**config.mk**
```make
export PLATFORM = sky130hd
export DESIGN_NAME = i2c_scl_gen
export DESIGN_NICKNAME = d
export VERILOG_FILES = /design/src/rtl/scl_gen_pkg.sv /design/src/rtl/scl_cfg_hold.sv /design/src/rtl/scl_prescaler.sv /design/src/rtl/scl_phase_timer.sv /design/src/rtl/i2c_scl_gen.sv
export SDC_FILE = /design/constraint.sdc
export NUM_CORES = 1
export LEC_CHECK = 0
export ABC_AREA = 1
export BUFFER_PORTS_ARGS = -buffer_cell sky130_fd_sc_hd__buf_2
export CAP_MARGIN = 10
export CORE_AREA = 2 2 107 109
export CTS_CLUSTER_DIAMETER = 100
export DETAILED_ROUTE_END_ITERATION = 12
export DIE_AREA = 0 0 109 111
export PLACE_DENSITY = 0.72
export SLEW_MARGIN = 30
export SYNTH_ARGS = -nofsm -noshare
export SYNTH_HDL_FRONTEND = slang
export SYNTH_SLANG_ARGS = --single-unit
```
**constraint.sdc**
```tcl
create_clock -name clk_i -period 6.6 [get_ports clk_i]
set_input_delay 0.66 -clock clk_i [delete_from_list [all_inputs] [get_ports clk_i]]
set_output_delay 0.66 -clock clk_i [all_outputs]
set_load 0.02 [all_outputs]
```
**src/rtl/scl_gen_pkg.sv**
```systemverilog
package scl_gen_pkg;

  typedef enum logic {
    PH_LOW  = 1'b0,
    PH_HIGH = 1'b1
  } scl_phase_e;

  localparam int OFS_W = 3;
  localparam logic [OFS_W-1:0] OFS_PSC0  = 3'd7;
  localparam logic [OFS_W-1:0] OFS_PSC1  = 3'd6;
  localparam logic [OFS_W-1:0] OFS_PSCN  = 3'd5;
  localparam logic [OFS_W-1:0] OFS_FIXED = 3'd6;

  function automatic logic [OFS_W-1:0] phase_offset(input logic fixed6,
                                                    input logic psc_is0,
                                                    input logic psc_is1);
    if (fixed6)       return OFS_FIXED;
    else if (psc_is0) return OFS_PSC0;
    else if (psc_is1) return OFS_PSC1;
    else              return OFS_PSCN;
  endfunction

endpackage

```
**src/rtl/scl_cfg_hold.sv**
```systemverilog
module scl_cfg_hold
  import scl_gen_pkg::*;
#(
  parameter int CNT_W = 16
) (
  input  logic             clk_i,
  input  logic             rst_ni,
  input  logic             enable_i,
  input  logic [CNT_W-1:0] psc_i,
  input  logic [CNT_W-1:0] clkl_i,
  input  logic [CNT_W-1:0] clkh_i,
  input  logic             offset6_mode_i,
  output logic [CNT_W-1:0] psc_o,
  output logic [CNT_W:0]   low_len_o,
  output logic [CNT_W:0]   high_len_o
);

  localparam int LEN_W = CNT_W + 1;

  logic [OFS_W-1:0] ofs;
  logic [LEN_W-1:0] low_len_d, high_len_d;

  assign ofs = phase_offset(offset6_mode_i, psc_i == '0,
                            psc_i == CNT_W'(1));
  // offset folded in here, keeps the phase compare a single equality
  assign low_len_d  = {1'b0, clkl_i} + LEN_W'(ofs);
  assign high_len_d = {1'b0, clkh_i} + LEN_W'(ofs);

  always_ff @(posedge clk_i or negedge rst_ni) begin
    if (!rst_ni) begin
      psc_o      <= '0;
      low_len_o  <= LEN_W'(OFS_PSC0);
      high_len_o <= LEN_W'(OFS_PSC0);
    end else if (!enable_i) begin
      psc_o      <= psc_i;
      low_len_o  <= low_len_d;
      high_len_o <= high_len_d;
    end
  end

endmodule

```
**src/rtl/scl_prescaler.sv**
```systemverilog
module scl_prescaler #(
  parameter int CNT_W = 16
) (
  input  logic             clk_i,
  input  logic             rst_ni,
  input  logic             enable_i,
  input  logic [CNT_W-1:0] div_i,
  output logic             tick_o
);

  logic [CNT_W-1:0] cnt_q;

  assign tick_o = enable_i && (cnt_q == div_i);

  always_ff @(posedge clk_i or negedge rst_ni) begin
    if (!rst_ni)       cnt_q <= '0;
    else if (!enable_i) cnt_q <= '0;
    else if (tick_o)   cnt_q <= '0;
    else               cnt_q <= cnt_q + 1'b1;
  end

endmodule

```
**src/rtl/scl_phase_timer.sv**
```systemverilog
module scl_phase_timer
  import scl_gen_pkg::*;
#(
  parameter int LEN_W = 17
) (
  input  logic             clk_i,
  input  logic             rst_ni,
  input  logic             enable_i,
  input  logic             tick_i,
  input  logic [LEN_W-1:0] low_len_i,
  input  logic [LEN_W-1:0] high_len_i,
  input  logic             stretch_en_i,
  input  logic             scl_i,
  output logic             scl_o,
  output logic             rise_o,
  output logic             fall_o
);

  scl_phase_e       phase_q;
  logic [LEN_W-1:0] pcnt_q;
  logic [LEN_W-1:0] cur_len;
  logic             hold, last;

  assign cur_len = (phase_q == PH_HIGH) ? high_len_i : low_len_i;
  assign last    = (pcnt_q == cur_len - 1'b1);
  // line held low by another device during our high half
  assign hold    = stretch_en_i && (phase_q == PH_HIGH) && !scl_i;
  assign scl_o   = (phase_q == PH_HIGH);

  always_ff @(posedge clk_i or negedge rst_ni) begin
    if (!rst_ni) begin
      phase_q <= PH_HIGH;
      pcnt_q  <= '0;
      rise_o  <= 1'b0;
      fall_o  <= 1'b0;
    end else if (!enable_i) begin
      phase_q <= PH_HIGH;
      pcnt_q  <= '0;
      rise_o  <= 1'b0;
      fall_o  <= 1'b0;
    end else begin
      rise_o <= 1'b0;
      fall_o <= 1'b0;
      if (tick_i && !hold) begin
        if (last) begin
          pcnt_q <= '0;
          if (phase_q == PH_HIGH) begin
            phase_q <= PH_LOW;
            fall_o  <= 1'b1;
          end else begin
            phase_q <= PH_HIGH;
            rise_o  <= 1'b1;
          end
        end else begin
          pcnt_q <= pcnt_q + 1'b1;
        end
      end
    end
  end

endmodule

```
**src/rtl/i2c_scl_gen.sv**
```systemverilog
module i2c_scl_gen
  import scl_gen_pkg::*;
#(
  parameter int CNT_W = 16
) (
  input  logic             clk_i,
  input  logic             rst_ni,
  input  logic             enable_i,
  input  logic [CNT_W-1:0] psc_i,
  input  logic [CNT_W-1:0] clkl_i,
  input  logic [CNT_W-1:0] clkh_i,
  input  logic             offset6_mode_i,
  input  logic             stretch_en_i,
  input  logic             scl_i,
  output logic             scl_o,
  output logic             scl_rise_o,
  output logic             scl_fall_o
);

  localparam int LEN_W = CNT_W + 1;

  logic [CNT_W-1:0] psc_q;
  logic [LEN_W-1:0] low_len, high_len;
  logic             tick;

  scl_cfg_hold #(.CNT_W(CNT_W)) u_cfg (
    .clk_i         (clk_i),
    .rst_ni        (rst_ni),
    .enable_i      (enable_i),
    .psc_i         (psc_i),
    .clkl_i        (clkl_i),
    .clkh_i        (clkh_i),
    .offset6_mode_i(offset6_mode_i),
    .psc_o         (psc_q),
    .low_len_o     (low_len),
    .high_len_o    (high_len)
  );

  scl_prescaler #(.CNT_W(CNT_W)) u_psc (
    .clk_i   (clk_i),
    .rst_ni  (rst_ni),
    .enable_i(enable_i),
    .div_i   (psc_q),
    .tick_o  (tick)
  );

  scl_phase_timer #(.LEN_W(LEN_W)) u_phase (
    .clk_i       (clk_i),
    .rst_ni      (rst_ni),
    .enable_i    (enable_i),
    .tick_i      (tick),
    .low_len_i   (low_len),
    .high_len_i  (high_len),
    .stretch_en_i(stretch_en_i),
    .scl_i       (scl_i),
    .scl_o       (scl_o),
    .rise_o      (scl_rise_o),
    .fall_o      (scl_fall_o)
  );

endmodule

```
======== Word-level counts from Yosys, hierarchy flattened ========
Cells that the tools add are included.
word-level totals
  bits in registers ....................... 86
  input bits .............................. 54
cells by class
  add/subtract/negate cells ............... 5
  equality and inequality tests ........... 5
  muxes and demuxes ....................... 20
  reduce and logical (&&, ||, !) cells .... 8
operator list
  operator                                                               count
  17-bit 2-to-1 mux                                                      4
  16-bit by 3-bit adder with 17-bit output                               2
  16-bit 2-to-1 mux                                                      2
  17-bit by 1-bit adder with 17-bit output (second input constant)       1
  17-bit == test                                                         1
  17-bit by 1-bit subtractor with 17-bit output (second input constant)  1
  16-bit by 1-bit adder with 16-bit output (second input constant)       1
  16-bit by 1-bit == test with 1-bit output (second input constant)      1
  16-bit == test                                                         1
  16-bit zero test                                                       1
  1-bit 2-to-1 mux                                                       11
  3-bit 2-to-1 mux                                                       2
  1-bit logical AND                                                      4
  2-bit by 1-bit != test with 1-bit output (second input constant)       2
  1-bit zero test                                                        2
  2-bit 2-to-1 mux                                                       1
  2-bit AND reduction                                                    1

======== Logic depth before layout (Yosys ltp) ========
  depth in word-level cells ............... 6
  depth in mapped cells ................... 20
  depth with buffers taken out ............ 20

======== Modules after synthesis ========
From an unflattened synthesis, not the netlist that was laid out.
unflattened totals
  cell total of the unflattened synthesis .. 1,034
  area total of the unflattened synthesis .. 6,658.9 um^2
modules (own cells, without submodules)
  module           times used  cells an instance  area an instance (um^2)
  scl_cfg_hold     1           362                2,722.6
  scl_phase_timer  1           405                2,396.0
  scl_prescaler    1           267                1,540.2

======== Worst setup path after synthesis ========
Ideal clock, no wire load.
  kind .................................... input port to flip-flop
  start point ............................. input psc_i[11]
  end point ............................... register u_cfg.high_len_o[14]
  arrival ................................. 3.072 ns
  required time ........................... 6.469 ns
  path slack .............................. 3.396 ns
  stages on the path ...................... 17
  path buffers ............................ 0
  cells stage by stage .................... nor4_1 nand4_1 o31ai_1 fa_1 nor2_1 inv_1 nand2_1 nor2_1 nand2_1 nor3_1 nand2_1 nor2_1 nand2_1 nor2_1 nand3_1 nand3_1 o21ai_0
between the ends
  longest elaborated chain between the ends .. 5
RTL lines
  what                                        RTL line            text
  from (decl)                                 i2c_scl_gen.sv:9    input logic [CNT_W-1:0] psc_i,
  16-bit by 1-bit == test with 1-bit output   scl_cfg_hold.sv:24  psc_i == CNT_W'(1));
  2-bit 2-to-1 mux                            scl_gen_pkg.sv:19   else if (psc_is1) return OFS_PSC1;
  3-bit 2-to-1 mux *                          scl_gen_pkg.sv:18   else if (psc_is0) return OFS_PSC0;
  3-bit 2-to-1 mux *                          scl_gen_pkg.sv:17   if (fixed6) return OFS_FIXED;
  16-bit by 3-bit adder with 17-bit output *  scl_cfg_hold.sv:27  assign high_len_d = {1'b0, clkh_i} + LEN_W'(ofs);
  to (signal assigned)                        scl_cfg_hold.sv:33  high_len_o <= LEN_W'(OFS_PSC0);
  to (signal assigned)                        scl_cfg_hold.sv:37  high_len_o <= high_len_d;
  to (decl)                                   scl_cfg_hold.sv:15  output logic [CNT_W:0] high_len_o
Mark *: on every way between the ends. The rest lies on a longest branch, timed or not.
A chain may end at the register's enable or synchronous reset.

======== Worst setup path after layout ========
  start point ............................. register u_phase.phase_q (netlist: u_phase.scl_o)
  end point ............................... register u_phase.phase_q (netlist: u_phase.scl_o)
between the ends
  longest elaborated chain between the ends .. 6
RTL lines
  what                                                                                                   RTL line               text
  from (decl)                                                                                            scl_phase_timer.sv:19  scl_phase_e phase_q;
  from (signal assigned)                                                                                 scl_phase_timer.sv:32  phase_q <= PH_HIGH;
  from (signal assigned)                                                                                 scl_phase_timer.sv:37  phase_q <= PH_HIGH;
  from (signal assigned)                                                                                 scl_phase_timer.sv:48  phase_q <= PH_LOW;
  parallel branches: the longest is 6 deep, another holds 17-bit by 1-bit subtractor with 17-bit output  -
Parallel ways; which one is timed is not known. The select of a mux whose other input is x is not followed.

==> metrics.md <==
| Metric | Value |
|---|---|
| Crit path DAT | `3820 ps` |
| Clock sinks | `86` |
| Final net count | `988` |
| DP HPWL | `10,500 um` |
| Max-slew headroom | `47.6%` |
| RR Startpoint | `u_phase.scl_o` |
| Most frequent cell on the critical path | `nand2_1` |
| Hold_ws | `149 ps` |
| Cell Chain, Critical Path | `inv_2 -> nand2_1 -> nand2_2 -> ha_1 -> xor2_1 -> nand3_1 -> a21oi_1 -> nand2_1 -> nor2_1 -> nand3_1 -> nor2_1 -> nand3_2 -> nand2_4 -> nand2_1 -> nand2_1 -> nand2_1` |
| WL/cell | `13.1 um` |
| Sw Share | `32.2%` |
| Switching power | `0.000456 W` |
| Die ar. | `12,100 sq um` |
| Filler cells | `1,106` |
| Worst R2R End | `u_phase.scl_o` |
| Synth cell count leaders | `nand2_1, inv_1, dfrtp_1` |
| Clock buffer depth | `2` |
| CTS Buf Count | `9` |
| Distinct cell type count after synthesis | `44` |
| Finish-stage setup viols | `0` |
| Gr ovfl total | `0` |
| Max stage delay cell, worst path | `dfstp_2` |
| PortBufs | `56` |
| Final wirelength | `14,100 um` |
| Status | `complete, no violations` |
| Largest net degree at the start of global routing | `73` |
| Critical path origin | `u_phase.scl_o` |
| Ys async rst share | `100%` |
| Avg Vias per Cell | `5.07` |
| Setup crit end kind | `register` |
| First-pass GRT wire length | `24,400 um` |
| Syn Area/Cell | `6.75 sq um` |
| Post-CTS setup buffers | `0` |
| Final hold vios | `0` |
| Hold buffer count at cts | `0` |
| Worst ir drop on vdd | `0.195 mV` |
| Row cnt | `39` |
| Largest area contributor in the netlist | `dfrtp_1` |
| Pre-CTS setup slack | `2720 ps` |
| Die Span Y | `111 um` |
| PD cells | `215 nW/um^2` |
| Post-synth EDFFs | `0` |
| Crit-path max FO | `39` |
| Leak | `3.50 nW` |
| Clk root buf | `clkbuf_16` |
| Top cell type's share of synthesized area | `33.4%` |
| Worst slew pin tran | `779 ps` |
| CP required | `6880 ps` |
| Die W | `109 um` |
| #FFs+latches synth | `86` |
| Pint | `0.000959 W` |
| Sequential power share | `41.8%` |
| Dpl cell area | `6270 sq um` |
| Synth area leaders | `dfrtp_1, nand2_1, inv_1` |
| Final non-filler cell area | `6580 sq um` |
| Layout cell share with drive strength beyond 1 | `11.7%` |
| YS warnings | `0` |
| Drt initial violations | `300` |
| Detail Route Antenna Nets | `0` |
| RSZ-0062 raised after global routing | `no` |
| GRT Util Overall | `25.7%` |
| Final GP Congestion | `0.870` |
| Slew Viols, Final | `0` |
| Clock transition at path regs | `70 ps` |
| Syn-to-layout area delta | `11.2%` |
| CTS resizes | `0` |
| H-tree depth | `3` |
| R2R depth | `16` |
| Core area | `11,100 sq um` |
| Most common cell in the netlist | `nand2_1` |
| Syn Inst Count | `877` |
| Initial antenna violation count | `2` |
| Final WS setup | `3060 ps` |
| CP peak stage delay | `990 ps` |
| Drt pass-1 iters | `5` |
| Setup Total Neg Slack | `0 ps` |
| Dominant synthesized flop cell | `dfrtp_1` |
| CP Launch Type | `register` |
| Cell Area, Synth | `5920 sq um` |
| Clk pwr share | `37.9%` |
| Worst skew pair latency | `360 ps` |
| Synthesized Nets | `940` |
| Crit path time final | `3540 ps` |
| Period Utilization, post-route | `53.7%` |
| Skew final | `13.1 ps` |
| Starting Density | `53.5%` |
| CTS tree | `built` |
| DRC Markers | `0` |
| Vias in the first global route | `5,277` |
| Combinational power share | `20.3%` |
| Vias | `5,435` |
| Sequential fraction of the synthesis area | `36.5%` |
| # diodes | `0` |
| R2R Setup Slk | `3060 ps` |
| Worst setup path endpoint | `u_phase.scl_o` |
| Max cap viols | `0` |
| F_max | `282 MHz` |
| WS Path Type | `reg2reg` |
| Hold Crit Class | `in2async` |
| I/O pin cnt | `57` |
==> logic make-up after synthesis <==
kind of cell             synth area share, %
buffers and inverters                   11.3
XOR/XNOR                                4.58
adder cells (fa/ha/maj)                 2.15
AO/OA/AOI/OAI                           8.64
AND/OR/NAND/NOR                         36.8
flip-flops                              36.5
==> per-stage QoR <==
stage	util, %	std cells	power, W
finish	59.4	1073	0.00141
global route	59.4	1073	0.00150
CTS	59.4	1073	0.00143
detailed placement	56.6	1057	0.000888
global placement	56.6	1057	0.000883
floorplan	-	877	0.000811
==> critical path, delay by kind of cell (launching register included) <==
family,cells,cell delay (ps)
flops,1,990
fa+ha+maj,1,300
simple gates,12,1560
buf+inv,1,330
compound gates,1,120
xor+xnor,1,150
==> power by group through the flow <==
| stage | clock [W] | sequential (W) | combinational [W] |
|---|---|---|---|
| after global routing | 0.000570 | 0.000597 | 0.000334 |
| after CTS | 0.000546 | 0.000591 | 0.000289 |
| after detailed placement | 0 | 0.000601 | 0.000287 |
| after global placement | 0 | 0.000600 | 0.000283 |
| after floorplan | 0 | 0.000588 | 0.000224 |
| final | 0.000536 | 0.000591 | 0.000287 |
==> how the worst min path moves through the flow <==
stage                                    start                   end  cells past startpoint
final                                   rst_ni    u_phase.pcnt_q[10]                      1
after detailed placement  u_cfg.high_len_o[16]  u_cfg.high_len_o[16]                      2
after global routing                    rst_ni    u_phase.pcnt_q[10]                      1
after global placement    u_cfg.high_len_o[11]  u_cfg.high_len_o[11]                      2
after CTS                               rst_ni     u_phase.pcnt_q[5]                      1
after floorplan                         rst_ni  u_cfg.high_len_o[10]                      0
==> routing by layer <==
layer / track usage, % / part of all wire (%) / vias up
met2: 43.4 / 49 / 86
met3: 7.82 / 5.0 / 23
met5: 0 / 0.18 / -
met4: 6.15 / 1.6 / 4
met1: 31.7 / 44 / 2443
li1: - / - / 2879
==> layout make-up <==
type,count,area (sq um),area share [%]
Clock inverter,7,80.1,1.22
Multi-Input combinational cell,626,3090,47.0
Inverter,143,537,8.15
Clock buffer,9,225,3.42
Timing Repair Buffer,59,309,4.69
Tap cell,143,179,2.72
Sequential cell,86,2160,32.8
==> state kept, by name, indices dropped and copies added (netlist names) <==
name / flops
u_phase.pcnt_q: 17
u_cfg.low_len_o: 17
u_cfg.psc_o: 16
u_psc.cnt_q: 16
u_phase.fall_o: 1
u_phase.scl_o: 1
u_phase.rise_o: 1
u_cfg.high_len_o: 17
==> cells in the final DEF (no fill, tap or decap), types with 9 or more instances in the layout <==
cell,instances
inv_1,141
nor3_1,14
nor2_1,78
o22ai_1,10
nand2_1,268
nand3_1,72
clkbuf_16,9
nand4_1,29
dfrtp_1,79
o21ai_0,55
buf_2,55
xor2_1,27
Power figures use the tool's default switching activity.
